`config.mk`:
```
export PLATFORM = sky130hd
export DESIGN_NAME = sc_char_tx
export DESIGN_NICKNAME = d
export VERILOG_FILES = /design/src/rtl/sc_tx_pkg.sv /design/src/rtl/sc_tx_regs.sv /design/src/rtl/sc_tx_seq.sv /design/src/rtl/sc_char_tx.sv
export SDC_FILE = /design/constraint.sdc
export NUM_CORES = 1
export LEC_CHECK = 0
export BUFFER_PORTS_ARGS = -buffer_cell sky130_fd_sc_hd__buf_2
export CORE_MARGIN = 2
export CORE_UTILIZATION = 49
export DETAILED_ROUTE_END_ITERATION = 8
export GPL_ROUTABILITY_DRIVEN = 0
export PLACE_DENSITY = 0.68
export SYNTH_ARGS = -nofsm -noshare
export SYNTH_HDL_FRONTEND = slang
export SYNTH_SLANG_ARGS = --single-unit
```
`constraint.sdc`:
```
create_clock -name clk -period 2.5 [get_ports clk]
set_input_delay 0.5 -clock clk [delete_from_list [all_inputs] [get_ports clk]]
set_output_delay 0.5 -clock clk [all_outputs]
set_load 0.005 [all_outputs]
```
`src/rtl/sc_tx_pkg.sv`:
```
package sc_tx_pkg;

    // configuration register, bit 0 = enable
    typedef struct packed {
        logic inv;
        logic msb;
        logic odd;
        logic en;
    } tx_cfg_t;

    // what is currently on the line
    typedef enum logic [2:0] {
        PH_IDLE,
        PH_START,
        PH_DATA,
        PH_PARITY,
        PH_GUARD
    } tx_phase_t;

    localparam logic [1:0] A_DATA = 2'd0;
    localparam logic [1:0] A_CFG  = 2'd1;
    localparam logic [1:0] A_CLR  = 2'd2;

    localparam int CFG_W = $bits(tx_cfg_t);

endpackage

```
`src/rtl/sc_tx_regs.sv`:
```
module sc_tx_regs
    import sc_tx_pkg::*;
#(
    parameter int DATA_W = 8
) (
    input  logic              clk,
    input  logic              rst,
    input  logic              wr_en,
    input  logic [1:0]        wr_addr,
    input  logic [DATA_W-1:0] wr_data,
    input  logic              take,
    input  logic              err_set,
    output logic [DATA_W-1:0] hold,
    output logic              empty,
    output tx_cfg_t           cfg,
    output logic              err_flag
);

    logic wr_data_ok;
    assign wr_data_ok = wr_en && (wr_addr == A_DATA) && !err_flag;

    always_ff @(posedge clk) begin
        if (rst) begin
            hold     <= '0;
            empty    <= 1'b1;
            cfg      <= '0;
            err_flag <= 1'b0;
        end else begin
            if (wr_data_ok) begin
                hold  <= wr_data;
                empty <= 1'b0;
            end else if (take) begin
                empty <= 1'b1;
            end
            if (wr_en && wr_addr == A_CFG)
                cfg <= tx_cfg_t'(wr_data[CFG_W-1:0]);
            if (err_set)
                err_flag <= 1'b1;
            else if (wr_en && wr_addr == A_CLR && wr_data[0])
                err_flag <= 1'b0;
        end
    end

    // a data write during an error leaves the holding register alone
    p_wr_ignored_r9: assert property (@(posedge clk) disable iff (rst)
        (wr_en && wr_addr == A_DATA && err_flag && !take)
            |=> ($stable(hold) && empty == $past(empty)));

endmodule

```
`src/rtl/sc_tx_seq.sv`:
```
module sc_tx_seq
    import sc_tx_pkg::*;
#(
    parameter int DATA_W     = 8,
    parameter int MAX_RETRY  = 3,
    parameter int GUARD_BITS = 2
) (
    input  logic              clk,
    input  logic              rst,
    input  logic              bit_tick,
    input  tx_cfg_t           cfg,
    input  logic [DATA_W-1:0] hold,
    input  logic              pending,
    input  logic              err_flag,
    input  logic              line_in,
    output logic              take,
    output logic              err_set,
    output logic              busy,
    output logic              line_out
);

    localparam int CNT_W = $clog2((DATA_W > GUARD_BITS ? DATA_W : GUARD_BITS) + 1);
    localparam int RTY_W = $clog2(MAX_RETRY + 1);

    function automatic logic [DATA_W-1:0] order(input logic [DATA_W-1:0] d, input logic msb);
        logic [DATA_W-1:0] r;
        for (int i = 0; i < DATA_W; i++)
            r[i] = msb ? d[DATA_W-1-i] : d[i];
        return r;
    endfunction

    tx_phase_t         phase;
    logic [CNT_W-1:0]  cnt;
    logic [DATA_W-1:0] shreg;
    logic [DATA_W-1:0] keep;
    logic              par_bit;
    logic [RTY_W-1:0]  retries;
    logic              rejected;
    logic              line_q;

    logic guard_last, can_retry, frame_end, go_retry, go_load;

    assign guard_last = (phase == PH_GUARD) && (cnt == CNT_W'(GUARD_BITS - 1));
    assign can_retry  = retries < RTY_W'(MAX_RETRY);
    assign frame_end  = bit_tick && cfg.en && guard_last;
    assign go_retry   = frame_end && rejected && can_retry;
    assign err_set    = frame_end && rejected && !can_retry;
    assign go_load    = bit_tick && cfg.en && pending && !err_flag &&
                        (phase == PH_IDLE || (guard_last && !rejected));
    assign take       = go_load;
    assign busy       = (phase != PH_IDLE);
    assign line_out   = line_q;

    always_ff @(posedge clk) begin
        if (rst) begin
            phase    <= PH_IDLE;
            cnt      <= '0;
            shreg    <= '0;
            keep     <= '0;
            par_bit  <= 1'b0;
            retries  <= '0;
            rejected <= 1'b0;
            line_q   <= 1'b1;
        end else if (!cfg.en) begin
            phase  <= PH_IDLE;
            line_q <= 1'b1;
        end else if (bit_tick) begin
            if (go_load) begin
                shreg    <= order(hold, cfg.msb);
                keep     <= order(hold, cfg.msb);
                par_bit  <= (^hold) ^ cfg.odd;
                retries  <= '0;
                rejected <= 1'b0;
                phase    <= PH_START;
                line_q   <= 1'b0;
            end else if (go_retry) begin
                shreg    <= keep;
                retries  <= retries + 1'b1;
                rejected <= 1'b0;
                phase    <= PH_START;
                line_q   <= 1'b0;
            end else begin
                unique case (phase)
                    PH_IDLE: line_q <= 1'b1;
                    PH_START: begin
                        line_q <= shreg[0] ^ cfg.inv;
                        shreg  <= shreg >> 1;
                        cnt    <= CNT_W'(1);
                        phase  <= PH_DATA;
                    end
                    PH_DATA: begin
                        if (cnt == CNT_W'(DATA_W)) begin
                            line_q <= par_bit ^ cfg.inv;
                            phase  <= PH_PARITY;
                        end else begin
                            line_q <= shreg[0] ^ cfg.inv;
                            shreg  <= shreg >> 1;
                            cnt    <= cnt + 1'b1;
                        end
                    end
                    PH_PARITY: begin
                        line_q <= 1'b1;
                        cnt    <= '0;
                        phase  <= PH_GUARD;
                    end
                    PH_GUARD: begin
                        line_q <= 1'b1;
                        if (cnt == '0)
                            rejected <= !line_in;
                        if (guard_last)
                            phase <= PH_IDLE;
                        else
                            cnt <= cnt + 1'b1;
                    end
                    default: phase <= PH_IDLE;
                endcase
            end
        end
    end

    // start bit is driven low, guard bits leave the line released
    p_start_low_r2: assert property (@(posedge clk) disable iff (rst)
        (phase == PH_START) |-> !line_q);
    p_guard_released_r2: assert property (@(posedge clk) disable iff (rst)
        (phase == PH_GUARD) |-> line_q);
    // retransmission count never exceeds the budget
    p_retry_bound_r8: assert property (@(posedge clk) disable iff (rst)
        retries <= RTY_W'(MAX_RETRY));
    // disabled transmitter releases the line and goes idle
    p_disable_release_r10: assert property (@(posedge clk) disable iff (rst)
        !cfg.en |=> (line_q && phase == PH_IDLE));

    initial begin
        a_guard_cfg: assert (GUARD_BITS >= 2);
    end

endmodule

```
`src/rtl/sc_char_tx.sv`:
```
module sc_char_tx
    import sc_tx_pkg::*;
#(
    parameter int DATA_W     = 8,
    parameter int MAX_RETRY  = 3,
    parameter int GUARD_BITS = 2
) (
    input  logic              clk,
    input  logic              rst,
    input  logic              bit_tick,
    input  logic              wr_en,
    input  logic [1:0]        wr_addr,
    input  logic [DATA_W-1:0] wr_data,
    input  logic              line_in,
    output logic              line_out,
    output logic              tx_empty,
    output logic              tx_end,
    output logic              err_flag
);

    logic [DATA_W-1:0] hold;
    tx_cfg_t           cfg;
    logic              take, err_set, busy;

    sc_tx_regs #(.DATA_W(DATA_W)) u_regs (
        .clk      (clk),
        .rst      (rst),
        .wr_en    (wr_en),
        .wr_addr  (wr_addr),
        .wr_data  (wr_data),
        .take     (take),
        .err_set  (err_set),
        .hold     (hold),
        .empty    (tx_empty),
        .cfg      (cfg),
        .err_flag (err_flag)
    );

    sc_tx_seq #(
        .DATA_W     (DATA_W),
        .MAX_RETRY  (MAX_RETRY),
        .GUARD_BITS (GUARD_BITS)
    ) u_seq (
        .clk      (clk),
        .rst      (rst),
        .bit_tick (bit_tick),
        .cfg      (cfg),
        .hold     (hold),
        .pending  (!tx_empty),
        .err_flag (err_flag),
        .line_in  (line_in),
        .take     (take),
        .err_set  (err_set),
        .busy     (busy),
        .line_out (line_out)
    );

    assign tx_end = !busy && tx_empty && !err_flag;

    // error flag keeps transmit-end low
    p_err_blocks_end_r9: assert property (@(posedge clk) disable iff (rst)
        err_flag |-> !tx_end);
    // an accepted data write drops transmit-end
    p_wr_clears_end_r6: assert property (@(posedge clk) disable iff (rst)
        (wr_en && wr_addr == A_DATA && !err_flag) |=> !tx_end);

endmodule

```
# Word-level counts from Yosys, hierarchy flattened
# Index checks and enable logic that the tools add are counted.
[totals]
reg_bits = 42
romBits = 0
latch_bits = 0
out_inout_bits = 4
mem_count = 0
ramBits = 0
[op_classes]
mux = 34
shifts = 0
div = 0
n_addsub = 2
order_cmp = 1
reduce_logical = 46
mul = 0
n_eq_ne = 14
bitwise = 6
[op_table]
columns = ["op", "count"]
rows = [
  ["$mux 8", 3],
  ["$mux 1", 19],
  ["$logic_and 1x1->1", 17],
  ["$pmux 4 s4", 1],
  ["$pmux 8 s2", 1],
  ["$pmux 3 s5", 1],
  ["$mux 3", 4],
  ["$reduce_and 4->1", 3],
  ["$reduce_bool 3->1", 3],
  ["$mux 4", 2],
  ["$ne 4x2->1 const B", 2],
  ["$reduce_bool 4->1", 2],
  ["$reduce_xor 8->1", 1],
  ["$reduce_and 7->1", 1],
  ["$eq 3x2->1 const B", 2],
  ["$logic_not 1->1", 6],
  ["$reduce_and 3->1", 2],
  ["$reduce_bool 2->1", 3],
  ["$reduce_bool 5->1", 1],
  ["$add 4x1->4 const B", 1],
  ["$eq 4x1->1 const B", 1],
  ["$eq 4x4->1 const B", 1],
  ["$logic_not 4->1", 1],
  ["$mux 2", 2],
  ["other kinds (18)", 23],
]

# Depth between registers and ports, before layout
# Gate-level depths: netlist of the first run.
[logic_depth]
ltp_word = 7
depth_mapped = 8

# By module
# A second synthesis of the first run with hierarchy kept.
[unflattened]
hier_cells = 257
hier_area_um2 = 2332.2
[by_module_without_submodules]
columns = ["mod", "n_inst", "cells_per_inst", "area_per_inst_um2"]
rows = [
  ["sc_tx_seq", 1, 196, 1692.9],
  ["sc_tx_regs", 1, 59, 623.1],
  ["sc_char_tx", 1, 2, 16.3],
]

# Least setup slack after synthesis of the first run
# No wires, ideal clock.
[synth_path]
kind = "flip-flop to flip-flop"
startpoint = "register u_seq.cnt[0]"
endpoint = "register u_seq.shreg[7]"
arrival_time_ps = 1899
n_path_buf = 1
stages_incl_launch_ff = 7
period_less_slack_ps = 1972
setup_time_ps = 73
setup_slack_ps = 528
path_cell_list = "dfxtp_1 ha_1 or3b_4 or4_4 buf_6 o221a_4 nor3_2"
[synth_via]
elab_chain_cells = 7
[synth_rtl]
columns = ["item", "line", "rtl"]
rows = [
  ["start, declared", "sc_tx_seq.sv:33", "logic [CNT_W-1:0] cnt;"],
  ["start signal, assigned", "sc_tx_seq.sv:98", "cnt <= cnt + 1'b1;"],
  ["start signal, assigned", "sc_tx_seq.sv:113", "cnt <= cnt + 1'b1;"],
  ["$eq 4x1->1", "sc_tx_seq.sv:43", "assign guard_last = (phase == PH_GUARD) && (cnt == CNT_W'(GUARD_BITS - 1));"],
  ["$logic_and 1x1->1", "sc_tx_seq.sv:43", ""],
  ["$logic_and 1x1->1, on equally long branches", "sc_tx_seq.sv:49, sc_tx_seq.sv:45", ""],
  ["$logic_or 1x1->1 / $logic_and 1x1->1 (equally long branches)", "sc_tx_seq.sv:49, sc_tx_seq.sv:46", ""],
  ["$logic_and 1x1->1, on equally long branches", "sc_tx_seq.sv:48, sc_tx_seq.sv:46", ""],
  ["$ne 4x3->1 (no line) (tied with other cells)", "-", ""],
  ["$reduce_and 4->1 (no line) / $mux 8 (equally long branches)", "-", ""],
  ["end signal, assigned", "sc_tx_seq.sv:69", "shreg <= order(hold, cfg.msb);"],
  ["end signal, assigned", "sc_tx_seq.sv:77", "shreg <= keep;"],
  ["end signal, assigned", "sc_tx_seq.sv:87", "shreg <= shreg >> 1;"],
  ["end, declared", "sc_tx_seq.sv:34", "logic [DATA_W-1:0] shreg;"],
]
# Several ways; a longest one is shown, not always the timed one.
# A chain may end at the register's enable or synchronous reset.

# Final worst setup path of the first run
# Ends and elaborated chain as after synthesis.

==> results of run 1 <==
## worst reg2reg max path, stage by stage (launching register included)
cell and delay (ps):
dfxtp_1 410, ha_1 190, or3b_4 410, or4_4 590
nand2b_2 250, o221a_4 220, nor3_2 40
## per-layer routing
metal	wire length [µm]	vias to the layer above	track usage, %	part of all wire [%]
met5	0	-	0	0
met2	1860	25	28.8	45
met4	8	0	4.70	0.19
met1	2120	771	23.6	51
met3	124	2	4.47	3.0
li1	-	909	-	-
## placed cells by master (no fill, tap or decap), types with 2 or more instances in the layout
master / count
dfxtp_1: 42
a21oi_1: 25
nand2_1: 24
nor2_1: 24
nor3_1: 20
buf_2: 18
mux2i_1: 17
nand2b_1: 11
o21a_1: 8
inv_1: 7
o21ai_1: 7
o21ai_0: 6
clkbuf_8: 6
or3_1: 5
xnor2_1: 5
nand3_1: 4
nor3_2: 4
ha_1: 4
buf_4: 4
nor2b_1: 3
nand3b_1: 2
xor2_1: 2
## kinds of logic (layout without fill, tap and decap cells)
group                      count (synthesis)  in the layout
xor gates and xnor gates                   8              8
and+or+nand+nor                          105            105
DFF                                       42             42
AOI/OAI and AO/OA                         55             55
buffers and inverters                     20             36
muxes                                     18             18
adders and majority gates                  4              4
## where the power goes
group / switching, mW / internal (mW)
Sequential: 0.0104 / 0.677
Combinational: 0.0396 / 0.0376
Clock: 0.220 / 0.320
## final cells by class
type | count | share of cell area (%)
inverter | 7 | 1.11
clock buffer | 6 | 3.48
multi-input combinational | 190 | 50.8
timing repair buffer | 22 | 5.07
clock inverter | 1 | 1.27
sequential | 42 | 35.5
tap | 52 | 2.75
## sequential cells by signal, indices dropped and copies added, names as in the netlist
name / flops
u_regs.empty: 1
u_seq.retries: 2
u_seq.keep: 8
u_seq.rejected: 1
u_regs.hold: 8
u_seq.cnt: 4
u_seq.line_out: 1
u_regs.err_flag: 1
u_seq.par_bit: 1
u_seq.phase: 3
u_seq.shreg: 8
u_regs.cfg: 4
## final timing paths
path / cells after the start / start / end
max reg2reg: 6 / u_seq.cnt[0]$_SDFFE_PP0P_ / u_seq.shreg[7]$_SDFFE_PP0P_
min: 3 / wr_data[5] / u_regs.hold[5]$_SDFFE_PP0P_
max: 6 / u_seq.cnt[0]$_SDFFE_PP0P_ / u_seq.shreg[7]$_SDFFE_PP0P_
min reg2reg: 1 / u_seq.keep[0]$_SDFFE_PP0P_ / u_seq.keep[0]$_SDFFE_PP0P_
## through the flow
step           std cells  instance area, µm²
2_1_floorplan        252                2140
3_3_place_gp         313                2260
3_5_place_dp         313                2260
4_1_cts              320                2370
5_1_grt              320                2370
6_report             320                2370
==> impl_metrics.env, run 1 <==
export IMPL_yosys_area_top_type="dfxtp_1"
export IMPL_synth_most_common_cell="dfxtp_1"
export IMPL_grt_antenna_before_repair=0
export IMPL_min_path_type="input pin to flip-flop"
export IMPL_multiInputGateArea_mm2=0.00120
export IMPL_critPathTopFamily="simple AND/OR/NAND/NOR gates"
export IMPL_seq_area_um2=841
export IMPL_slowest_stage="or4_4"
export IMPL_synth_edff_count=0
export IMPL_worst_slew_pin_slew_ps=598
export IMPL_fin_setup_tns_ps=0
export IMPL_clock_latency_ps=290
export IMPL_synth_top_area_share_pct=39.3
export IMPL_postCtsSetupRepairBufs=0
export IMPL_crit_buf_inv=0
export IMPL_post_place_ws_ps=277
export IMPL_track_usage_pct=17.7
export IMPL_whs_ps=441
export IMPL_dr_pass1_iters=4
export IMPL_maxCapViolations=0
export IMPL_die_w_um=70.1
export IMPL_synthXorXnorAreaFrac_pct=3.92
export IMPL_die_y_um=70.1
export IMPL_finalNetCount=287
export IMPL_synth_top_family_by_area="simple AND/OR/NAND/NOR gates"
export IMPL_drive_above_1_share_pct=14.9
export IMPL_reg2reg_slack_ps=270
export IMPL_port_buffers=18
export IMPL_row_count=24
export IMPL_worst_setup_path_start_kind="flip-flop"
export IMPL_p_leak_nw=0.917
export IMPL_seq_area_frac_synth_pct=39.3
export IMPL_synth_compound_area_share_pct=15.9
export IMPL_synth_area_mux_share_pct=8.48
export IMPL_yosys_area_share_simple_pct=25.7
export IMPL_finalMaxSlewViolations=0
export IMPL_ir_drop_v=0.000336
export IMPL_max_stage_delay_ps=590
export IMPL_grt_pass1_vias=1587
export IMPL_cts_buffers=5
export IMPL_pin_count=19
export IMPL_slew_limit_headroom_pct=60.1
export IMPL_cp_required_ps=2650
export IMPL_synth_async_reset_ratio_pct=0
export IMPL_core_mm2=0.00426
export IMPL_antenna_cells=0
export IMPL_hpwl_um=3060
export IMPL_clkTransAtPathRegs_ps=80
export IMPL_drtIter0Drc=102
export IMPL_yosys_most_used_dff="dfxtp_1"
export IMPL_ctsResizeCount=0
export IMPL_clock_skew_ps=7.66
export IMPL_finish_utilization_pct=55.6
export IMPL_drc_errors=0
export IMPL_syn_avg_cell_area_um2=8.49
export IMPL_status="finished clean"
export IMPL_start_util_pct=50.1
export IMPL_powerDensity_mw_per_mm2=550
export IMPL_synth_seq_cells=42
export IMPL_die_area_mm2=0.00491
export IMPL_cts_tree="done"
export IMPL_num_vias=1707
export IMPL_clock_sinks=42
export IMPL_end_kind="flip-flop"
export IMPL_setup_viol=0
export IMPL_cts_buffer_depth=2
export IMPL_htree_levels=2
export IMPL_grt_max_degree=34
export IMPL_hold_viol_final=0
export IMPL_crit_type="flip-flop to flip-flop"
export IMPL_cts_hold_buf=0
export IMPL_rsz0062_at_grt="false"
export IMPL_synth_cell_types=43
export IMPL_power_total_mw=1.30
export IMPL_ys_top_cells_by_count="42 x dfxtp_1, 25 x a21oi_1, 24 x nand2_1, 24 x nor2_1, 20 x nor3_1"
export IMPL_syn_cell_area_mm2=0.00214
export IMPL_antenna_left=0
export IMPL_finalCritPeriodShare_pct=89.1
export IMPL_yosysWarnings=0
export IMPL_path_cells="ha_1 > or3b_4 > or4_4 > nand2b_2 > o221a_4 > nor3_2"
export IMPL_grt_ovfl_total=0
export IMPL_routed_wl_um=4120
export IMPL_fillers=406
export IMPL_cts_root_buf="clkbuf_8"
export IMPL_synthCells=252
export IMPL_grt_pass1_wl_um=7000
export IMPL_max_freq_mhz=449
export IMPL_syn_nets=271
export IMPL_wl_per_cell_um=12.9
export IMPL_arrival_ps=2380
export IMPL_fin_ws_ps=271
export IMPL_area_growth_pct=10.8
export IMPL_synthAdderAreaFrac_pct=2.34
export IMPL_vias_per_cell=5.33
export IMPL_critPathMaxFanout=12
export IMPL_synth_area_leaders="dfxtp_1 39%, mux2i_1 8.0%, a21oi_1 5.9%"
export IMPL_finalCriticalPeriod_ps=2230
No activity file was read; power rests on OpenSTA's default activity.
==> inputs of run 2 (changes only) <==
--- a/config.mk
+++ b/config.mk
@@ -5,12 +5,13 @@
 export SDC_FILE = /design/constraint.sdc
 export NUM_CORES = 1
 export LEC_CHECK = 0
+export ABC_AREA = 1
 export BUFFER_PORTS_ARGS = -buffer_cell sky130_fd_sc_hd__buf_2
 export CORE_MARGIN = 2
 export CORE_UTILIZATION = 49
 export DETAILED_ROUTE_END_ITERATION = 8
 export GPL_ROUTABILITY_DRIVEN = 0
-export PLACE_DENSITY = 0.68
+export PLACE_DENSITY = 0.67
 export SYNTH_ARGS = -nofsm -noshare
 export SYNTH_HDL_FRONTEND = slang
 export SYNTH_SLANG_ARGS = --single-unit
==> run 2 against run 1 <==
Compared with the run above: routed wire length is 27% higher; critical path depth up 3; via count up 29%; synthesized cell count increased by 44%; register-to-register slack better by 320 ps; sequential share of layout area decreased by 2.8 points; clock power decreased by 17%; global-route usage rose by 4.4 points; die area grew 11%; critical path type unchanged; critical endpoint is now u_seq.shreg[2]$_SDFFE_PP0P_; largest power group unchanged.
==> impl_metrics.env, run 2 <==
export IMPL_synth_area_leaders="dfxtp_1 35%, nand2_1 14%, inv_1 7.1%"
export IMPL_p_leak_nw=1.13
export IMPL_whs_path_depth=2
export IMPL_max_freq_mhz=523
export IMPL_cts_hold_buf=0
export IMPL_cts_tree="done"
export IMPL_final_area_mm2=0.00257
export IMPL_powerDensity_mw_per_mm2=480
export IMPL_die_y_um=73.7
export IMPL_ir_drop_v=0.000293
export IMPL_yosys_most_used_dff="dfxtp_1"
export IMPL_syn_avg_cell_area_um2=6.55
export IMPL_htree_levels=2
export IMPL_postCtsSetupRepairBufs=0
export IMPL_cts_root_buf="clkbuf_8"
export IMPL_grt_max_degree=22
export IMPL_vias_per_cell=5.09
export IMPL_synth_edff_count=0
export IMPL_fillers=486
export IMPL_start_util_pct=50.7
export IMPL_grt_antenna_before_repair=0
export IMPL_row_count=25
export IMPL_min_path_type="flip-flop to flip-flop"
export IMPL_setup_viol=0
export IMPL_yosys_area_top_type="dfxtp_1"
export IMPL_mostFrequentLayoutCells="91 x nand2_1, 45 x inv_1, 43 x nor2_1"
export IMPL_finish_utilization_pct=54.9
export IMPL_num_vias=2210
export IMPL_rsz0062_at_grt="false"
export IMPL_antenna_cells=0
export IMPL_hold_end="u_seq.keep[4]$_SDFFE_PP0P_"
export IMPL_reg2reg_slack_ps=590
export IMPL_synthCells=363
export IMPL_finalCriticalPeriod_ps=1910
export IMPL_synth_top_area_share_pct=35.3
export IMPL_end_kind="flip-flop"
export IMPL_maxCapViolations=0
export IMPL_finalCritPeriodShare_pct=76.5
export IMPL_clkTransAtPathRegs_ps=80
export IMPL_port_buffers=18
export IMPL_worst_slew_pin_slew_ps=516
export IMPL_die_area_mm2=0.00543
export IMPL_dpl_cell_area_mm2=0.00248
export IMPL_ys_top_cells_by_count="91 x nand2_1, 45 x inv_1, 43 x nor2_1, 42 x dfxtp_1, 28 x o21ai_0"
export IMPL_track_usage_pct=22.1
export IMPL_ff2ff_path_depth=9
export IMPL_finalNetCount=398
export IMPL_fin_cells=434
export IMPL_synth_seq_cells=42
export IMPL_grt_pass1_vias=1990
export IMPL_hold_viol_final=0
export IMPL_area_growth_pct=8.21
export IMPL_arrival_ps=2100
export IMPL_hpwl_um=3940
export IMPL_syn_cell_area_mm2=0.00238
export IMPL_synth_cell_types=29
export IMPL_r2r_start="u_seq.cnt[1]$_SDFFE_PP0P_"
export IMPL_clock_skew_ps=5.15
export IMPL_antenna_left=0
export IMPL_drive_above_1_share_pct=11.6
export IMPL_drc_errors=0
export IMPL_fin_setup_tns_ps=0
export IMPL_seq_area_frac_synth_pct=35.3
export IMPL_holdCritStartpoint="u_seq.keep[4]$_SDFFE_PP0P_"
export IMPL_wl_per_cell_um=12.1
export IMPL_die_w_um=73.7
export IMPL_clock_latency_ps=290
export IMPL_layout_commonest_cell="nand2_1"
export IMPL_slew_limit_headroom_pct=65.5
export IMPL_worst_setup_path_start_kind="flip-flop"
export IMPL_finalMaxSlewViolations=0
export IMPL_grt_pass1_wl_um=9300
export IMPL_syn_nets=382
export IMPL_ctsResizeCount=0
export IMPL_synth_most_common_cell="nand2_1"
export IMPL_crit_type="flip-flop to flip-flop"
export IMPL_status="finished clean"
export IMPL_rr_endpoint="u_seq.shreg[2]$_SDFFE_PP0P_"
export IMPL_reg_top3="u_regs.hold x8, u_seq.keep x8, u_seq.shreg x8"
export IMPL_pin_count=19
export IMPL_clock_sinks=42
export IMPL_cp_required_ps=2690
export IMPL_synth_async_reset_ratio_pct=0
export IMPL_critPathMaxFanout=21
export IMPL_routed_wl_um=5230
export IMPL_core_mm2=0.00469
export IMPL_placed_cells=426
export IMPL_drtIter0Drc=126
export IMPL_dr_pass1_iters=4
export IMPL_yosysWarnings=0
export IMPL_power_total_mw=1.24
export IMPL_grt_ovfl_total=0
export IMPL_cts_buffer_depth=2
export IMPL_cts_buffers=5
[run 2: cell types whose count changed after synthesis, moves of 8 or more]
cell	previous run	this run
nand2b_1	11	0
inv_1	7	45
nand4_1	0	19
mux2i_1	17	0
o21ai_0	6	28
nor3_1	20	3
nor2_1	24	43
nand3_1	4	24
nand2_1	24	91
o21a_1	8	0
[run 2: kinds of logic (layout without fill, tap and decap cells)]
| group | Yosys count | after routing | synth area share (%) |
|---|---|---|---|
| DFF | 42 | 42 | 35.3 |
| adders and majority gates | 4 | 4 | 2.10 |
| buffers and inverters | 57 | 74 | 9.99 |
| AOI/OAI and AO/OA | 60 | 60 | 13.3 |
| and+or+nand+nor | 196 | 196 | 37.8 |
| xor gates and xnor gates | 4 | 4 | 1.47 |
[run 2: layout make-up]
class,count,area (µm²),area share [%]
flip-flops and latches,42,841,32.7
clock buffers,7,86.3,3.35
multi-input cells,264,1300,50.5
inverters,47,176,6.85
repair buffers,19,97.6,3.79
clock inverters,1,5.00,0.194
well taps,54,67.6,2.63
[run 2: worst max-delay path by stage]
stage | startpoint | to | slack [ps] | cells past startpoint
floorplan | bit_tick | u_seq.shreg[0]$_SDFFE_PP0P_ | 960 | 10
finish | u_seq.cnt[1]$_SDFFE_PP0P_ | u_seq.shreg[2]$_SDFFE_PP0P_ | 590 | 9
detailed placement | bit_tick | u_seq.shreg[2]$_SDFFE_PP0P_ | 490 | 10
global placement | bit_tick | u_seq.shreg[4]$_SDFFE_PP0P_ | 540 | 10
global route | u_seq.cnt[0]$_SDFFE_PP0P_ | u_seq.shreg[5]$_SDFFE_PP0P_ | 380 | 8
CTS | u_seq.cnt[1]$_SDFFE_PP0P_ | u_seq.shreg[2]$_SDFFE_PP0P_ | 600 | 9
[run 2: layer usage]
metal	GRT usage, %	vias up	routed length, µm
li1	-	1208	-
met1	32.4	959	2790
met2	32.6	39	2210
met3	5.21	4	193
met4	5.66	0	40
met5	0	-	0
[run 2: stage by stage]
stage | hold slack, ps | worst slack, ps
3_3_place_gp | 449 | 538
4_1_cts | 465 | 599
2_1_floorplan | 433 | 964
3_5_place_dp | 453 | 487
6_report | 465 | 588
5_1_grt | 473 | 378
[run 2: power by group]
| part | internal (mW) | switching (mW) |
|---|---|---|
| combinational | 0.0345 | 0.0599 |
| sequential | 0.681 | 0.0110 |
| clock | 0.223 | 0.227 |
| total | 0.938 | 0.298 |
[run 2: critical path, cell delays in order, from the launching register on]
cell,delay (ps)
dfxtp_1,330
inv_1,100
ha_1,180
nand2_2,110
o21ai_4,300
nand2_4,220
inv_1,310
nor2_1,90
nor2_1,120
nor2_1,40
==> inputs of run 3 (changes only) <==
==> constraint.sdc (replaced) <==
create_clock -name clk -period 2 [get_ports clk]
set_input_delay 0.4 -clock clk [delete_from_list [all_inputs] [get_ports clk]]
set_output_delay 0.4 -clock clk [all_outputs]
set_load 0.005 [all_outputs]
==> run 3 against run 2 <==
Compared with the run above: non-clock buffer count increased by 8; sequential share of layout area decreased by 1.4 points; total power increased by 48%; critical path depth unchanged.
==> impl_metrics.env, run 3 (synthesis gave the netlist of run 2 again) <==
export IMPL_mostFrequentLayoutCells="91 x nand2_1, 44 x inv_1, 43 x nor2_1"
export IMPL_layout_commonest_cell="nand2_1"
export IMPL_setup_viol=0
export IMPL_clkTransAtPathRegs_ps=80
export IMPL_pin_count=19
export IMPL_area_growth_pct=13.0
export IMPL_cts_root_buf="clkbuf_8"
export IMPL_finalMaxSlewViolations=0
export IMPL_vias_per_cell=5.25
export IMPL_grt_pass1_wl_um=9430
export IMPL_placed_cells=434
export IMPL_post_place_ws_ps=204
export IMPL_die_y_um=73.7
export IMPL_row_count=25
export IMPL_fin_cells=442
export IMPL_multiInputGateArea_mm2=0.00130
export IMPL_max_freq_mhz=571
export IMPL_finalNetCount=406
export IMPL_htree_levels=2
export IMPL_cp_required_ps=2190
export IMPL_maxCapViolations=0
export IMPL_die_w_um=73.7
export IMPL_port_buffers=18
export IMPL_worst_slew_pin_slew_ps=476
export IMPL_grt_ovfl_total=0
export IMPL_clock_latency_ps=300
export IMPL_clock_skew_ps=6.83
export IMPL_postCtsSetupRepairBufs=0
export IMPL_start_util_pct=50.7
export IMPL_finalCriticalPeriod_ps=1750
export IMPL_clock_sinks=42
export IMPL_fillers=484
export IMPL_fin_setup_tns_ps=0
export IMPL_finalCritPeriodShare_pct=87.6
export IMPL_grt_use_met2_pct=33.8
export IMPL_cts_buffer_depth=2
export IMPL_met3_usage_pct=4.12
export IMPL_hold_viol_final=0
export IMPL_ctsResizeCount=0
export IMPL_rsz0062_at_grt="false"
export IMPL_end_kind="flip-flop"
export IMPL_drtIter0Drc=164
export IMPL_grt_pass1_vias=2040
export IMPL_grt_max_degree=20
export IMPL_arrival_ps=1940
export IMPL_drive_above_1_share_pct=13.9
export IMPL_crit_type="flip-flop to flip-flop"
export IMPL_power_total_mw=1.82
export IMPL_cts_hold_buf=0
export IMPL_grt_antenna_before_repair=0
export IMPL_num_vias=2321
export IMPL_busiest_layer="met2"
export IMPL_powerDensity_mw_per_mm2=679
export IMPL_reg_top3="u_regs.hold x8, u_seq.keep x8, u_seq.shreg x8"
export IMPL_ir_drop_v=0.000447
export IMPL_antenna_left=0
export IMPL_hpwl_um=4100
export IMPL_min_path_type="input pin to flip-flop"
export IMPL_routed_wl_um=5490
export IMPL_antenna_cells=0
export IMPL_gr_usage_met1_pct=32.3
export IMPL_seq_area_um2=841
export IMPL_cts_buffers=5
export IMPL_drc_errors=0
export IMPL_p_leak_nw=1.18
export IMPL_status="finished clean"
export IMPL_worst_setup_path_start_kind="flip-flop"
export IMPL_critPathMaxFanout=6
export IMPL_fin_ws_ps=249
export IMPL_core_mm2=0.00469
export IMPL_dr_pass1_iters=5
export IMPL_die_area_mm2=0.00543
export IMPL_track_usage_pct=22.6
export IMPL_wl_per_cell_um=12.4
export IMPL_cts_tree="done"
export IMPL_slew_limit_headroom_pct=68.2
==> run 3: power breakdown <==
group          total, mW  internal [mW]  switching, mW
sequential         0.866          0.851         0.0147
clock              0.837          0.533          0.304
combinational      0.122         0.0455         0.0763
==> run 3: layout make-up <==
| type | count | area share, % |
|---|---|---|
| flip-flops and latches | 42 | 31.3 |
| repair buffers | 27 | 5.86 |
| clock buffers | 6 | 3.07 |
| multi-input cells | 264 | 48.3 |
| inverters | 47 | 6.70 |
| well taps | 54 | 2.51 |
| clock inverters | 2 | 2.23 |
==> run 3: worst paths after layout <==
check                           slack, ps                           to                  startpoint  cells past startpoint
worst min register to register        460   u_seq.keep[7]$_SDFFE_PP0P_  u_seq.keep[7]$_SDFFE_PP0P_                      2
worst max register to register        250    u_seq.cnt[2]$_SDFFE_PP0P_   u_seq.cnt[0]$_SDFFE_PP0P_                      9
worst max-delay path                  250    u_seq.cnt[2]$_SDFFE_PP0P_   u_seq.cnt[0]$_SDFFE_PP0P_                      9
worst min-delay path                  360  u_seq.rejected$_SDFFE_PP0P_                     line_in                      4
==> run 3: per-stage QoR <==
| stage | hold slack [ps] | instance area, µm² | util, % |
|---|---|---|---|
| after CTS | 350 | 2690 | 57.2 |
| after global placement | 448 | 2540 | 54.2 |
| after detailed placement | 452 | 2540 | 54.2 |
| after global routing | 368 | 2690 | 57.3 |
| after floorplan | 433 | 2380 | - |
| final | 363 | 2690 | 57.3 |
==> run 3: worst max-delay path, cell delays in order (launching register included) <==
cell,delay [ps]
dfxtp_1,400
inv_1,80
ha_1,210
nand3_1,160
nor2_1,80
nor2_2,130
buf_4,140
nand2_1,110
o21ai_0,250
nor2_1,70
==> run 3: routing by layer <==
| metal | vias to the layer above | wire (µm) |
|---|---|---|
| met1 | 1017 | 2730 |
| met5 | - | 0 |
| li1 | 1223 | - |
| met3 | 11 | 276 |
| met2 | 70 | 2370 |
| met4 | 0 | 110 |
